`src/rtl/extint_pkg.sv`:
```
package extint_pkg;

  localparam int NSRC = 2;
  localparam int MODE_W = 2;
  localparam int CFG_W = NSRC * MODE_W;

  typedef enum logic [MODE_W-1:0] {
    SENSE_FALL_LOW = 2'b00,
    SENSE_RISE     = 2'b01,
    SENSE_FALL     = 2'b10,
    SENSE_BOTH     = 2'b11
  } senseMode_t;

  localparam logic [CFG_W-1:0] CFG_RESET = {SENSE_FALL, SENSE_FALL};

  typedef struct packed {
    logic            cfgFresh;
    logic [NSRC-1:0] ackClr;
  } dpStrobe_t;

endpackage

```
`src/rtl/extint_ctrl.sv`:
```
module extint_ctrl
  import extint_pkg::*;
(
  input  logic             clk,
  input  logic             rst_n,
  input  logic [1:0]       intMasked,
  input  logic             senseWrEn,
  input  logic [CFG_W-1:0] senseWrData,
  input  logic [NSRC-1:0]  ackReq,
  output logic [CFG_W-1:0] senseCfg,
  output logic             wrGuardErr,
  output dpStrobe_t        strobe
);

  logic       fullyMasked;
  logic       wrAccept;
  logic       wrReject;
  logic       freshQ;
  logic       pastValid;

  assign fullyMasked = &intMasked;
  assign wrAccept    = senseWrEn & fullyMasked;
  assign wrReject    = senseWrEn & ~fullyMasked;

  always_ff @(posedge clk or negedge rst_n) begin
    if (!rst_n) begin
      senseCfg   <= CFG_RESET;
      wrGuardErr <= 1'b0;
      freshQ     <= 1'b0;
      pastValid  <= 1'b0;
    end else begin
      pastValid <= 1'b1;
      freshQ    <= wrAccept;
      if (wrAccept) senseCfg <= senseWrData;
      if (wrReject) wrGuardErr <= 1'b1;
    end
  end

  always_comb begin
    strobe          = '0;
    strobe.cfgFresh = freshQ;
    strobe.ackClr   = ackReq;
  end

  // the register only moves on a guarded, fully masked write
  assert_cfg_guarded_R10: assert property (@(posedge clk) disable iff (!rst_n)
    (pastValid && $past(!(senseWrEn && (&intMasked)))) |-> $stable(senseCfg));

  // a dropped write leaves the error flag raised
  assert_guard_err_set_R10: assert property (@(posedge clk) disable iff (!rst_n)
    (pastValid && $past(senseWrEn && !(&intMasked))) |-> wrGuardErr);

  // the error flag never falls outside reset
  assert_guard_err_sticky_R10: assert property (@(posedge clk) disable iff (!rst_n)
    (pastValid && $past(wrGuardErr)) |-> wrGuardErr);

endmodule

```
`src/rtl/extint_datapath.sv`:
```
module extint_datapath
  import extint_pkg::*;
#(
  parameter int GRPA_W = 8,
  parameter int GRPB_W = 8,
  parameter int GRPC_W = 6,
  localparam int PIN_W = GRPA_W + GRPB_W + GRPC_W
) (
  input  logic             clk,
  input  logic             rst_n,
  input  logic [GRPA_W-1:0] grpAIn,
  input  logic [GRPB_W-1:0] grpBIn,
  input  logic [GRPC_W-1:0] grpCIn,
  input  logic [PIN_W-1:0] pinIntEn,
  input  logic             routeSel,
  input  logic [CFG_W-1:0] senseCfg,
  input  dpStrobe_t        strobe,
  output logic [NSRC-1:0]  irqPending
);

  localparam int SYNC_STAGES = 2;

  logic [PIN_W-1:0] rawPins;
  logic [PIN_W-1:0] syncStage [SYNC_STAGES];
  logic [PIN_W-1:0] syncNow;
  logic [PIN_W-1:0] syncPrev;
  logic [PIN_W-1:0] srcMask [NSRC];
  logic [NSRC-1:0]  srcEvent;
  logic [NSRC-1:0]  edgeOnly;
  logic             pastValid;

  assign rawPins = {grpCIn, grpBIn, grpAIn};

  // pin synchronizer and one-sample history
  always_ff @(posedge clk or negedge rst_n) begin
    if (!rst_n) begin
      for (int i = 0; i < SYNC_STAGES; i++) syncStage[i] <= '1;
      syncPrev  <= '1;
      pastValid <= 1'b0;
    end else begin
      syncStage[0] <= rawPins;
      for (int i = 1; i < SYNC_STAGES; i++) syncStage[i] <= syncStage[i-1];
      syncPrev  <= syncStage[SYNC_STAGES-1];
      pastValid <= 1'b1;
    end
  end

  assign syncNow = syncStage[SYNC_STAGES-1];

  // group routing: A to source 0, B to source 1, C by routeSel
  always_comb begin
    srcMask[0] = {{GRPC_W{routeSel}},  {GRPB_W{1'b0}}, {GRPA_W{1'b1}}} & pinIntEn;
    srcMask[1] = {{GRPC_W{~routeSel}}, {GRPB_W{1'b1}}, {GRPA_W{1'b0}}} & pinIntEn;
  end

  genvar s;
  generate
    for (s = 0; s < NSRC; s++) begin : g_src
      senseMode_t mode;
      logic anyFall;
      logic anyRise;
      logic anyLow;
      logic edgeHit;
      logic pendQ;

      assign mode    = senseMode_t'(senseCfg[s*MODE_W +: MODE_W]);
      assign anyFall = |(syncPrev & ~syncNow & srcMask[s]);
      assign anyRise = |(~syncPrev & syncNow & srcMask[s]);
      assign anyLow  = |(~syncNow & srcMask[s]);

      always_comb begin
        unique case (mode)
          SENSE_FALL_LOW: edgeHit = anyFall;
          SENSE_RISE:     edgeHit = anyRise;
          SENSE_FALL:     edgeHit = anyFall;
          SENSE_BOTH:     edgeHit = anyFall | anyRise;
          default:        edgeHit = 1'b0;
        endcase
      end

      assign edgeOnly[s] = edgeHit & ~strobe.cfgFresh;
      assign srcEvent[s] = edgeOnly[s] | ((mode == SENSE_FALL_LOW) & anyLow);

      always_ff @(posedge clk or negedge rst_n) begin
        if (!rst_n) pendQ <= 1'b0;
        else        pendQ <= srcEvent[s] | (pendQ & ~strobe.ackClr[s]);
      end

      assign irqPending[s] = pendQ;

      // an event is always latched into the pending flag
      assert_event_latched_R8: assert property (@(posedge clk) disable iff (!rst_n)
        (pastValid && $past(srcEvent[s])) |-> irqPending[s]);

      // an acknowledge without a competing event clears the flag
      assert_ack_clears_R8: assert property (@(posedge clk) disable iff (!rst_n)
        (pastValid && $past(strobe.ackClr[s] && !srcEvent[s])) |-> !irqPending[s]);

      // with an event present, the acknowledge cannot clear the flag
      assert_event_beats_ack_R9: assert property (@(posedge clk) disable iff (!rst_n)
        (pastValid && $past(strobe.ackClr[s] && srcEvent[s])) |-> irqPending[s]);

      // pure edge modes report nothing in the first cycle after a write
      assert_no_fresh_edge_R11: assert property (@(posedge clk) disable iff (!rst_n)
        (strobe.cfgFresh && mode != SENSE_FALL_LOW) |-> !srcEvent[s]);
    end
  endgenerate

endmodule

```
`src/rtl/extint_sense_ctrl.sv`:
```
module extint_sense_ctrl
  import extint_pkg::*;
#(
  parameter int GRPA_W = 8,
  parameter int GRPB_W = 8,
  parameter int GRPC_W = 6,
  localparam int PIN_W = GRPA_W + GRPB_W + GRPC_W
) (
  input  logic              clk,
  input  logic              rst_n,
  input  logic [GRPA_W-1:0] grpAIn,
  input  logic [GRPB_W-1:0] grpBIn,
  input  logic [GRPC_W-1:0] grpCIn,
  input  logic [PIN_W-1:0]  pinIntEn,
  input  logic              routeSel,
  input  logic [1:0]        intMasked,
  input  logic              senseWrEn,
  input  logic [3:0]        senseWrData,
  input  logic [1:0]        ackReq,
  output logic [1:0]        irqPending,
  output logic [3:0]        senseCfg,
  output logic              wrGuardErr
);

  dpStrobe_t strobe;

  extint_ctrl u_ctrl (
    .clk         (clk),
    .rst_n       (rst_n),
    .intMasked   (intMasked),
    .senseWrEn   (senseWrEn),
    .senseWrData (senseWrData),
    .ackReq      (ackReq),
    .senseCfg    (senseCfg),
    .wrGuardErr  (wrGuardErr),
    .strobe      (strobe)
  );

  extint_datapath #(
    .GRPA_W (GRPA_W),
    .GRPB_W (GRPB_W),
    .GRPC_W (GRPC_W)
  ) u_dp (
    .clk        (clk),
    .rst_n      (rst_n),
    .grpAIn     (grpAIn),
    .grpBIn     (grpBIn),
    .grpCIn     (grpCIn),
    .pinIntEn   (pinIntEn),
    .routeSel   (routeSel),
    .senseCfg   (senseCfg),
    .strobe     (strobe),
    .irqPending (irqPending)
  );

endmodule

```
`config.mk`:
```
export PLATFORM = sky130hd
export DESIGN_NAME = extint_sense_ctrl
export DESIGN_NICKNAME = d
export VERILOG_FILES = /design/src/rtl/extint_pkg.sv /design/src/rtl/extint_ctrl.sv /design/src/rtl/extint_datapath.sv /design/src/rtl/extint_sense_ctrl.sv
export SDC_FILE = /design/constraint.sdc
export NUM_CORES = 1
export LEC_CHECK = 0
export ABC_AREA = 0
export ABC_CLOCK_PERIOD_IN_PS = 1900
export CAP_MARGIN = 20
export CORE_MARGIN = 5
export CORE_UTILIZATION = 65
export CTS_BUF_LIST = sky130_fd_sc_hd__clkbuf_4 sky130_fd_sc_hd__clkbuf_8
export DETAILED_ROUTE_END_ITERATION = 10
export DONT_BUFFER_PORTS = 1
export GPL_ROUTABILITY_DRIVEN = 0
export PLACE_DENSITY_LB_ADDON = 0.2
export SKIP_CTS_REPAIR_TIMING = 1
export SYNTH_ARGS = -nofsm -noshare
export SYNTH_HDL_FRONTEND = slang
export SYNTH_SLANG_ARGS = --single-unit
```
`constraint.sdc`:
```
create_clock -name clk -period 1.9 [get_ports clk]
set_clock_uncertainty 0.2 [all_clocks]
set_input_delay 0.19 -clock clk [delete_from_list [all_inputs] [get_ports clk]]
set_output_delay 0.19 -clock clk [all_outputs]
set_load 0.01 [all_outputs]
```
==> summary.txt <==
Outcome: complete, but fails checks
Failing checks: hold timing
Post-DP HPWL: 3770 um
Top cell type's share of synthesized area: 66.4%
Fin crit period: 1.84 ns
Worst-path cell chain: nor2b_1, nor4_2, nand2_1, a221oi_2, o311ai_1
Layout fillers: 179
Setup TNS: 0 ns
Chip Height: 74.3 um
CTS Buf Count: 9
Pre-antenna DRT Iters: 4
LEAKAGE: 1.30 nW
DR vias: 1702
Critical Path RT: 1.90 ns
# IOs: 63
Crit path max-delay family: flip-flops
Routed wl met3: 574 um
Core area: 0.00400 mm^2
Dominant cell type by area after synthesis: dfstp_2
Sequential share of the synthesized area: 72.0%
Fin crit share: 96.9%
Total length of routed wires: 5830 um
Delay of the slowest critical-path stage: 0.56 ns
Row count: 23
Die width: 74.3 um
Worst skew pair latency: 0.34 ns
ANT cells: 0
Initial core utilization: 67.2%
CP bufs+invs: 0
CP max-delay cell: dfstp_2
Clock Sinks: 74
Reg-to-Reg Start: u_dp.syncNow[19]
Setup-failing EPs final: 0
Net count, final: 287
Post-synth EDFFs: 0
Crit path DAT: 1.84 ns
Synth cell count leaders: dfstp_2 (68), nand2_1 (19), nor2b_1 (16), nand3b_1 (11), inv_1 (9)
Clock Pin Slew Worst Setup and Hold Paths: 0.08 ns
Synthesized flop and latch total: 74
Endpoint class of the critical path: flop
Async S/R FF share, synth: 100%
Slew HR: 80.8%
Netlist Area Pre-Place: 0.00269 mm^2
Root buf cell: clkbuf_8
Cell with the most instances after synthesis: dfstp_2
Net Count, Synth: 246
Antenna violations before repair: 0
Top layer in use: met4
Worst Setup Path Type: reg2reg
Antenna Nets Post-Route: 0
Share of layout cells above drive strength 1: 40.3%
Worst vdd ir: 0.00104 V
Top post-synthesis cells by area: dfstp_2 (66%), dfrtp_1 (5.6%), nor2b_1 (3.7%), nand3b_1 (3.1%), nand2_1 (2.7%)
Hold Crit Class: in2async
Gr ovfl total: 0
Hold WS: -0.656 ns
Mean Syn Cell Area: 14.2 um^2
YS warnings: 0
Buffer depth of the longest clock path: 2
Worst Setup SP: u_dp.syncNow[19]
Total Routing Usage GR: 20.9%
Die Area: 0.00552 mm^2
Met2 WL: 2970 um
Post-synth cell types: 32
Port bufs: 0
First-pass GRT wire length: 8280 um
RSZ-0062 raised after global routing: no
Hold Vio Cnt, Final: 76
Via density: 5.95
Power Density: 1030 mW/mm^2
Maximum fanout along the worst path: 3
Area grow syn2layout: 22.1%
Routed met1 length: 2090 um
Ys flop type: dfstp_2
Final Max Tran Viols: 0
Finished Core Util: 82.1%
Slew @ Worst Pin: 0.288 ns
CTS tree: yes
Vias in the first global route: 1663
Largest net degree at the start of global routing: 75
Startpoint class of the critical path: flop
Routed wire per std cell: 20.4 um
Synth Instances: 190
CTS HTree Levels: 3
DRC: 0
Max cap viols: 0
Initial DRC Count: 124
Peak Freq: 0.543 GHz
## final timing paths
kind	cells after the start	slack (ns)	end
worst max-delay path	5	0.06	u_dp.g_src[1].pendQ
worst max register to register	5	0.06	u_dp.g_src[1].pendQ
max in group asynchronous	0	1.96	u_dp.syncPrev[8]
worst min-delay path	0	-0.66	u_ctrl.freshQ
worst min register to register	0	0.16	u_dp.syncNow[4]
min in group clk	4	-0.03	u_dp.g_src[0].pendQ
## state kept, by name, indices dropped and copies added, names as in the netlist
signal and cells:
u_ctrl.freshQ 1, u_ctrl.senseCfg 4, u_ctrl.wrGuardErr 1, u_dp.g_src.pendQ 2, u_dp.syncNow 22, u_dp.syncPrev 22, u_dp.syncStage 22
## power by group
group,switching [mW],internal [mW],total [mW]
registers,0.0942,1.74,1.83
logic,0.0933,0.134,0.227
clock network,0.567,0.758,1.33
total,0.754,2.63,3.38
## final cells by class
cell class | count | area (um^2) | share of cell area, %
inverters | 9 | 33.8 | 1.03
flip-flops and latches | 74 | 1940 | 59.0
well taps | 50 | 62.6 | 1.90
clock inverters | 6 | 90.1 | 2.74
repair buffers | 32 | 320 | 9.75
clock buffers | 10 | 131 | 4.00
multi-input cells | 105 | 709 | 21.6
## layer usage
metal  track usage (%)  vias to the layer above
met4              10.1                        0
met1              25.8                      839
met2              33.2                       92
li1                  -                      748
met3              7.43                       23
met5                 0                        -
## cell usage in the layout, fill, tap and decap left out, drive strengths merged, types with 2 or more instances in the layout
cell	count
a21oi	2
a221oi	2
a22oi	7
a311o	2
a31oi	2
bufinv	2
clkbuf	10
clkinv	2
dfrtp	6
dfstp	68
dlygate4sd3	32
inv	10
mux2	4
nand2	19
nand2b	4
nand3	3
nand3b	11
nand4	2
nor2	6
nor2b	18
nor3	3
nor4	4
o22ai	5
o311ai	2
## per-stage QoR
| step | total power [mW] | setup WS [ns] | cell area [um^2] | cells |
|---|---|---|---|---|
| after global routing | 3.51 | 0.00631 | 3280 | 286 |
| after global placement | 2.00 | 0.184 | 2740 | 238 |
| after detailed placement | 2.02 | 0.134 | 2740 | 238 |
| final | 3.38 | 0.0589 | 3280 | 286 |
| after floorplan | 1.97 | 0.238 | 2690 | 190 |
| after CTS | 3.33 | -0.0399 | 2960 | 254 |
## logic make-up (layout without fill, tap and decap cells)
logic type / count (synthesis) / in the layout / share of synthesized area, %
AOI/OAI and AO/OA: 30 / 30 / 8.93
buffers and inverters: 11 / 57 / 1.81
DFF: 74 / 74 / 72.0
muxes: 4 / 4 / 1.68
and+or+nand+nor: 71 / 71 / 15.5
(Power assumes the default switching activity.)
